[src/rtl/acc_pkg.sv]
// Package for the accumulator register unit.
// Holds the command encoding and the internal select codes shared by the
// decoder, the carry control and the register bank.
package acc_pkg;

    // External command codes (4-bit). Codes 11..15 are treated as no-op.
    typedef enum logic [3:0] {
        CMD_NOP    = 4'd0,
        CMD_ADDC   = 4'd1,
        CMD_ADDM   = 4'd2,
        CMD_ADDI   = 4'd3,
        CMD_RORC   = 4'd4,
        CMD_SETC   = 4'd5,
        CMD_CLRC   = 4'd6,
        CMD_B2A    = 4'd7,
        CMD_A2B    = 4'd8,
        CMD_PACK   = 4'd9,
        CMD_UNPACK = 4'd10
    } cmd_e;

    // Source of the next accumulator value.
    typedef enum logic [2:0] {
        ASRC_HOLD,
        ASRC_SUM,
        ASRC_ROT,
        ASRC_FROM_B,
        ASRC_FROM_E
    } a_src_e;

    // Source of the next auxiliary value.
    typedef enum logic [1:0] {
        BSRC_HOLD,
        BSRC_FROM_A,
        BSRC_FROM_E
    } b_src_e;

    // Source of the next carry value.
    typedef enum logic [2:0] {
        CSRC_HOLD,
        CSRC_COUT,
        CSRC_A0,
        CSRC_ONE,
        CSRC_ZERO
    } c_src_e;

    // Decoded controls for one cycle.
    typedef struct packed {
        a_src_e a_src;
        b_src_e b_src;
        c_src_e c_src;
        logic   e_load;
        logic   use_imm;
        logic   use_cin;
    } ctl_t;

endpackage

[src/rtl/acc_cmd_decode.sv]
// Command decoder.
// Turns the 4-bit command code into per-register select controls.
// Assumes one command per cycle. Unknown codes decode to "hold everything".
module acc_cmd_decode
    import acc_pkg::*;
(
    input  logic [3:0] cmd,
    output ctl_t       ctl
);

    // Map each command code onto its register selects.
    always_comb begin
        ctl = '{a_src: ASRC_HOLD, b_src: BSRC_HOLD, c_src: CSRC_HOLD,
                e_load: 1'b0, use_imm: 1'b0, use_cin: 1'b0};
        case (cmd_e'(cmd))
            CMD_ADDC: begin
                ctl.a_src   = ASRC_SUM;
                ctl.c_src   = CSRC_COUT;
                ctl.use_cin = 1'b1;
            end
            CMD_ADDM: ctl.a_src = ASRC_SUM;
            CMD_ADDI: begin
                ctl.a_src   = ASRC_SUM;
                ctl.use_imm = 1'b1;
            end
            CMD_RORC: begin
                ctl.a_src = ASRC_ROT;
                ctl.c_src = CSRC_A0;
            end
            CMD_SETC:   ctl.c_src = CSRC_ONE;
            CMD_CLRC:   ctl.c_src = CSRC_ZERO;
            CMD_B2A:    ctl.a_src = ASRC_FROM_B;
            CMD_A2B:    ctl.b_src = BSRC_FROM_A;
            CMD_PACK:   ctl.e_load = 1'b1;
            CMD_UNPACK: begin
                ctl.a_src = ASRC_FROM_E;
                ctl.b_src = BSRC_FROM_E;
            end
            default: ;
        endcase
    end

endmodule

[src/rtl/acc_adder.sv]
// Nibble adder with optional carry-in.
// Selects the memory operand or the immediate as the addend and returns the
// truncated sum and the carry-out. Purely combinational.
module acc_adder #(
    parameter int W = 4
) (
    input  logic         [W-1:0] a_in,
    input  logic         [W-1:0] mem_in,
    input  logic         [W-1:0] imm_in,
    input  logic                 cy_in,
    input  logic                 use_imm,
    input  logic                 use_cin,
    output logic         [W-1:0] sum,
    output logic                 cout
);

    localparam int SW = W + 1;

    logic [W-1:0]  addend;
    logic [SW-1:0] full;

    // Choose the addend and form the widened sum.
    always_comb begin
        addend = use_imm ? imm_in : mem_in;
        full   = {1'b0, a_in} + {1'b0, addend} + SW'(use_cin & cy_in);
        sum    = full[W-1:0];
        cout   = full[W];
    end

endmodule

[src/rtl/acc_carry_ctl.sv]
// Carry flag control.
// Holds the carry register and picks its next value from the decoded source.
// Synchronous active-low reset clears the flag.
module acc_carry_ctl
    import acc_pkg::*;
(
    input  logic   clk,
    input  logic   rst_n,
    input  c_src_e c_src,
    input  logic   add_cout,
    input  logic   a_lsb,
    output logic   cy
);

    logic cy_nxt;

    // Select the next carry value.
    always_comb begin
        case (c_src)
            CSRC_COUT: cy_nxt = add_cout;
            CSRC_A0:   cy_nxt = a_lsb;
            CSRC_ONE:  cy_nxt = 1'b1;
            CSRC_ZERO: cy_nxt = 1'b0;
            default:   cy_nxt = cy;
        endcase
    end

    // Register the carry with synchronous reset.
    always_ff @(posedge clk) begin
        if (!rst_n) cy <= 1'b0;
        else        cy <= cy_nxt;
    end

endmodule

[src/rtl/acc_regs.sv]
// Register bank for A, B and E.
// A and B reset to zero. E has no reset and is undefined until the first pack.
// E is split into W-bit slices by a generate loop, slice 1 belonging to B.
module acc_regs
    import acc_pkg::*;
#(
    parameter int W = 4
) (
    input  logic           clk,
    input  logic           rst_n,
    input  a_src_e         a_src,
    input  b_src_e         b_src,
    input  logic           e_load,
    input  logic [W-1:0]   sum,
    input  logic           cy,
    output logic [W-1:0]   a_q,
    output logic [W-1:0]   b_q,
    output logic [2*W-1:0] e_q
);

    localparam int NSLICE = 2;

    logic [W-1:0] a_nxt;
    logic [W-1:0] b_nxt;
    logic [W-1:0] pair [NSLICE];

    assign pair[0] = a_q;
    assign pair[1] = b_q;

    // Next accumulator value.
    always_comb begin
        case (a_src)
            ASRC_SUM:    a_nxt = sum;
            ASRC_ROT:    a_nxt = {cy, a_q[W-1:1]};
            ASRC_FROM_B: a_nxt = b_q;
            ASRC_FROM_E: a_nxt = e_q[W-1:0];
            default:     a_nxt = a_q;
        endcase
    end

    // Next auxiliary value.
    always_comb begin
        case (b_src)
            BSRC_FROM_A: b_nxt = a_q;
            BSRC_FROM_E: b_nxt = e_q[2*W-1:W];
            default:     b_nxt = b_q;
        endcase
    end

    // Register A and B with synchronous reset.
    always_ff @(posedge clk) begin
        if (!rst_n) begin
            a_q <= '0;
            b_q <= '0;
        end else begin
            a_q <= a_nxt;
            b_q <= b_nxt;
        end
    end

    // E slices load from the B:A pair on pack; no reset by design.
    for (genvar gs = 0; gs < NSLICE; gs++) begin : g_eslice
        always_ff @(posedge clk) begin
            if (e_load) e_q[gs*W +: W] <= pair[gs];
        end
    end

endmodule

[src/rtl/acc_reg_unit.sv]
// Accumulator register unit (top).
// Executes one decoded command per cycle on A, B, E and the carry flag.
// Every output comes straight from a register, so results appear one edge later.
module acc_reg_unit
    import acc_pkg::*;
#(
    parameter int NIB_W = 4
) (
    input  logic               clk,
    input  logic               rst_n,
    input  logic [3:0]         cmd,
    input  logic [NIB_W-1:0]   mem_opnd,
    input  logic [NIB_W-1:0]   imm,
    output logic [NIB_W-1:0]   acc_a,
    output logic [NIB_W-1:0]   aux_b,
    output logic [2*NIB_W-1:0] ext_e,
    output logic               carry
);

    ctl_t             ctl;
    logic [NIB_W-1:0] sum;
    logic             cout;

    acc_cmd_decode u_dec (
        .cmd (cmd),
        .ctl (ctl)
    );

    acc_adder #(.W(NIB_W)) u_add (
        .a_in    (acc_a),
        .mem_in  (mem_opnd),
        .imm_in  (imm),
        .cy_in   (carry),
        .use_imm (ctl.use_imm),
        .use_cin (ctl.use_cin),
        .sum     (sum),
        .cout    (cout)
    );

    acc_carry_ctl u_cy (
        .clk      (clk),
        .rst_n    (rst_n),
        .c_src    (ctl.c_src),
        .add_cout (cout),
        .a_lsb    (acc_a[0]),
        .cy       (carry)
    );

    acc_regs #(.W(NIB_W)) u_regs (
        .clk    (clk),
        .rst_n  (rst_n),
        .a_src  (ctl.a_src),
        .b_src  (ctl.b_src),
        .e_load (ctl.e_load),
        .sum    (sum),
        .cy     (carry),
        .a_q    (acc_a),
        .b_q    (aux_b),
        .e_q    (ext_e)
    );

endmodule

[config.mk]
export PLATFORM = sky130hd
export DESIGN_NAME = acc_reg_unit
export DESIGN_NICKNAME = d
export VERILOG_FILES = /design/src/rtl/acc_pkg.sv /design/src/rtl/acc_cmd_decode.sv /design/src/rtl/acc_adder.sv /design/src/rtl/acc_carry_ctl.sv /design/src/rtl/acc_regs.sv /design/src/rtl/acc_reg_unit.sv
export SDC_FILE = /design/constraint.sdc
export NUM_CORES = 1
export LEC_CHECK = 0
export ABC_AREA = 1
export BUFFER_PORTS_ARGS = -buffer_cell sky130_fd_sc_hd__buf_4
export CORE_MARGIN = 5
export CORE_UTILIZATION = 52
export DETAILED_ROUTE_END_ITERATION = 6
export HOLD_SLACK_MARGIN = 0.06
export PLACE_DENSITY = 0.78
export SLEW_MARGIN = 15
export SYNTH_ARGS = -nofsm -noshare
export SYNTH_HDL_FRONTEND = slang
export SYNTH_HIERARCHICAL = 1
export SYNTH_SLANG_ARGS = --single-unit
[constraint.sdc]
create_clock -name clk -period 2.79 [get_ports clk]
set_clock_uncertainty 0.05 [all_clocks]
set_input_delay 0.279 -clock clk [delete_from_list [all_inputs] [get_ports clk]]
set_output_delay 0.279 -clock clk [all_outputs]
set_load 0.01 [all_outputs]
After elaboration in Yosys (flattened, before gate mapping)
Index checks and enable logic that the tools add are counted.

Register bits: 17. Input bits: 14.

$add $sub $neg: 2. Equality and inequality tests: 20. Mux-type cells: 10. Bitwise operators: 1. Reduce and logical (&&, ||, !) cells: 4.

Operators with widths (number): case mux 3 bit (4 select lines) (2); == test 4 x 3 -> 1 bit, second input constant (4); case mux 4 bit (4 select lines) (1); == test 3 x 2 -> 1 bit, second input constant (4); == test 4 bit, second input constant (3); == test 4 x 2 -> 1 bit, second input constant (2); case mux 4 bit (2 select lines) (1); nonzero test 4 bit (2); == test 3 x 1 -> 1 bit, second input constant (2); == test 3 bit, second input constant (2); adder 4 x 4 -> 5 bit (1); adder 5 bit (1); == test 4 x 1 -> 1 bit, second input constant (1); 2-to-1 mux 4 bit (1); case mux 1 bit (4 select lines) (1); case mux 2 bit (2 select lines) (1); 2-to-1 mux 1 bit (3); OR reduction 3 bit (1); == test 2 x 1 -> 1 bit, second input constant (1); == test 2 bit, second input constant (1); nonzero test 2 bit (1); bitwise AND 1 bit (1).

Logic depth before layout (Yosys ltp)
Depth in word-level cells: 6. Depth in mapped cells: 15.

Modules after synthesis
The synthesis kept the hierarchy.

Modules (own cells, without submodules): acc_regs (times used 1, cells an instance 91, area each 787.0 um^2); acc_adder (times used 1, cells an instance 38, area each 227.7 um^2); acc_cmd_decode (times used 1, cells an instance 27, area each 111.4 um^2); acc_carry_ctl (times used 1, cells an instance 15, area each 76.3 um^2).

Worst setup path after synthesis
OpenSTA, ideal clock, no wires.

Path kind: input-to-reg. From: input port cmd[2]. To: register u_cy.cy. Arrival time: 2.196 ns. Data required time: 2.676 ns. Setup slack: 0.480 ns. Cell stages on the path: 13. Buffers on the path: 0. Cells stage by stage: nor2_1 > inv_1 > nor2_1 > mux2i_1 > fa_1 > fa_1 > o21ai_0 > inv_1 > nand2_1 > nand2_1 > nand2_1 > nand2_1 > nor2_1.

RTL lines: start: declaration (line acc_reg_unit.sv:11) `input logic [3:0] cmd,`; end signal: assignment (line acc_carry_ctl.sv:31) `else cy <= cy_nxt;`; end: declaration (line acc_carry_ctl.sv:12) `output logic cy`.

==> results.toml <==
[outcome]
status = "complete, no violations"

[placed_design]
place_inst = 229
port-buffer-count = 30
place_hpwl_um = 2326
gp_congestion = 0.8778
pre_cts_ws_ns = 0.4034

[die]
core_area_mm2 = 0.002212
floorplan.die.width_um = 58.09
io_pins = 31
num_rows = 17
initial_core_util = 0.5436
fp.dieArea_mm2 = 0.003374
fp.dieH_um = 58.09

[detailed_routing]
drt-initial-drc-count = 50
wl_um = 2906
drc_errors = 0
dr.pass1.iters = 4
avgViaCountPerCell = 5.124
vias = 1194
routedWlPerCell_um = 12.47
ant_nets = 0

[power]
seq_power_share = 0.480
ir_drop_v = 0.0003088
switching_power_uw = 206.7
power.density_mw_per_mm2 = 415.6
p_leak_uw = 0.0007343
power_frac_comb = 0.305
clockPowerShare = 0.215
swShare = 0.3332
p_int_uw = 413.6

[hold_path]
holdPathEnd = "u_cy/cy"
hold_depth = 3
worstHoldPathType = "in2reg"
min-delay-start = "rst_n"

[worst_setup_path]
r2r_slack_ns = 0.75
cp_cell_sequence = "buf_4 > nor2_1 > inv_1 > nor2_1 > mux2i_1 > fa_1 > fa_1 > o21ai_0 > inv_1 > nand2_1 > nand2_1 > nand2_1 > nand2_1 > nor2_1"
arrival_ns = 2.27
startpoint_type = "primary input"
cp-end-kind = "register"
crit_type = "in2reg"
crit_required_ns = 2.97
path_common_cell = "nand2_1"
reg2reg_depth = 10
crit_family = "adder cells"
cp.buffers_inverters = 3
critPathMaxFanout = 2
reg2reg_from = "u_regs/a_q[0]"
rr_endpoint = "u_cy/cy"
slowest_stage = "fa_1"
cpPeakStageDelay_ns = 0.45

[cells_and_area]
area_growth_pct = 24.14
drive_gt1_frac = 0.2390
nNetsFinal = 226
final_cell_count_no_fill = 233
num_antenna_cells = 0
final_core_util = 0.6748

[sta]
finalCritPeriodShare = 0.7476
slew_viol_final = 0
fin_tns_setup_ns = 0
setup_ws_ns = 0.7043
fin_crit_ns = 2.086
rsz0062_at_grt = "no"
tightest_slew_ns = 0.6843
max-slew-margin-rel = 0.5421
finalSetupViolations = 0
hold_viol_final = 0
timing.fmax_mhz = 479.5

[global_routing]
grt_max_degree = 12
grt.met3_usage = 0.03563
grt.total_usage = 0.1801
grt-ovfl-total = 0
grt_pass1_wl_um = 4795
grt.busiest_layer = "met2"
globalRouteMet2Util = 0.3290
antenna_found_initial = 0
met1_usage = 0.2036
grt_pass1_vias = 1132

[cts]
clk_path_buf_depth = 2
cts_setup_buffers = 0
insertion_delay_ns = 0.29
clkTransAtPathRegs_ns = 0.09
cts.sinks = 17
ctsHoldBuffers = 0
htreeDepth = 1
cts_resized = 0
root_buffer = "clkbuf_4"
cts_tree = "built"
cts_made_buffers = 3

[synthesis]
seq_area_frac_synth = 0.3496
avgSynthCellArea_um2 = 7.032
syn_nets = 191
synth_top_area_share = 0.1998
syn_area_mm2 = 0.001202
syn_inst = 171
yosys-top-cells-area = "edfxtp_1 (20%), dfxtp_1 (15%), inv_1 (11%)"
ys_ff_latch = 17
ys_warn_count = 6
synth.distinct_cells = 23
yosysTopAreaCell = "edfxtp_1"

[flow_run]
cap_violations = 0
[cell usage in the layout, fill, tap and decap left out, types with 3 or more instances in the layout]
master	Yosys	final
ha_1	4	4
edfxtp_1	8	8
o21ai_0	11	11
nor2_1	22	22
nand2_1	29	29
nand2_2	4	4
a21oi_1	7	7
o21ai_1	4	4
nand3_1	15	15
nand4_1	8	8
buf_4	0	31
dfxtp_1	9	9
clkbuf_4	0	3
inv_1	35	35
[worst max path at each step]
stage | start | endpoint | slack, ns | cells past startpoint
2_1_floorplan | cmd[2] | u_cy/cy | 0.48 | 13
3_3_place_gp | cmd[2] | u_cy/cy | 0.50 | 14
3_5_place_dp | cmd[2] | u_cy/cy | 0.40 | 14
4_1_cts | cmd[2] | u_cy/cy | 0.70 | 14
5_1_grt | cmd[2] | u_cy/cy | 0.53 | 14
6_report | cmd[2] | u_cy/cy | 0.70 | 14
[through the flow]
step / hold slack [ns] / total power, µW / cell area [µm²]
2_1_floorplan: 0.3548 / 422.4 / 1202
3_5_place_dp: 0.4313 / 492.0 / 1465
5_1_grt: 0.2151 / 663.4 / 1493
6_report: 0.2183 / 620.3 / 1493
4_1_cts: 0.2111 / 622.1 / 1493
3_3_place_gp: 0.4307 / 483.1 / 1465
[cell families after synthesis]
group,Yosys count,synth area share
AND/OR/NAND/NOR,83,0.3226
buffers and inverters,39,0.1249
AO/OA/AOI/OAI,24,0.1124
flip-flops,17,0.3496
adder cells (fa/ha/maj),6,0.07492
XOR/XNOR,1,0.007285
multiplexers,1,0.008325
[cell type report]
| type | count | area [µm²] |
|---|---|---|
| repair buffers | 31 | 232.7 |
| multi-input cells | 115 | 631.9 |
| well taps | 28 | 35.03 |
| clock buffers | 3 | 22.52 |
| flip-flops and latches | 17 | 420.4 |
| fillers | 201 | 719.4 |
| inverters | 38 | 145.1 |
| clock inverters | 1 | 5.005 |
[registers in the layout, summed over array words and instances (netlist names)]
register,count
u_cy/cy,1
u_regs/a_q,4
u_regs/b_q,4
u_regs/e_q,8
[Yosys cell counts (all sizes together)]
library cell	count
xnor2	1
nand2	35
fa	2
nor2	25
inv	38
buf	1
o21ai	17
nand4	8
edfxtp	8
dfxtp	9
ha	4
nand3	15
mux2i	1
a21oi	7
[tightest hold or removal path: cells and delay by family]
family,cells,cell delay [ns]
buffers and inverters,1,0.14
AND/OR/NAND/NOR,2,0.10
[routing by layer]
layer / wire length, µm / vias to the layer above / share of wire
met5: 0 / - / 0
met4: 16 / 0 / 0.0055
li1: - / 617 / -
met1: 1212 / 531 / 0.42
met2: 1481 / 44 / 0.51
met3: 196 / 2 / 0.067
[power by group through the flow]
stage	registers (µW)	logic (µW)	clock network [µW]
2_1_floorplan	304	118	0
3_3_place_gp	304	179	0
3_5_place_dp	304	188	0
4_1_cts	298	189	135
5_1_grt	302	212	149
6_report	298	189	133
(Power assumes the default switching activity.)
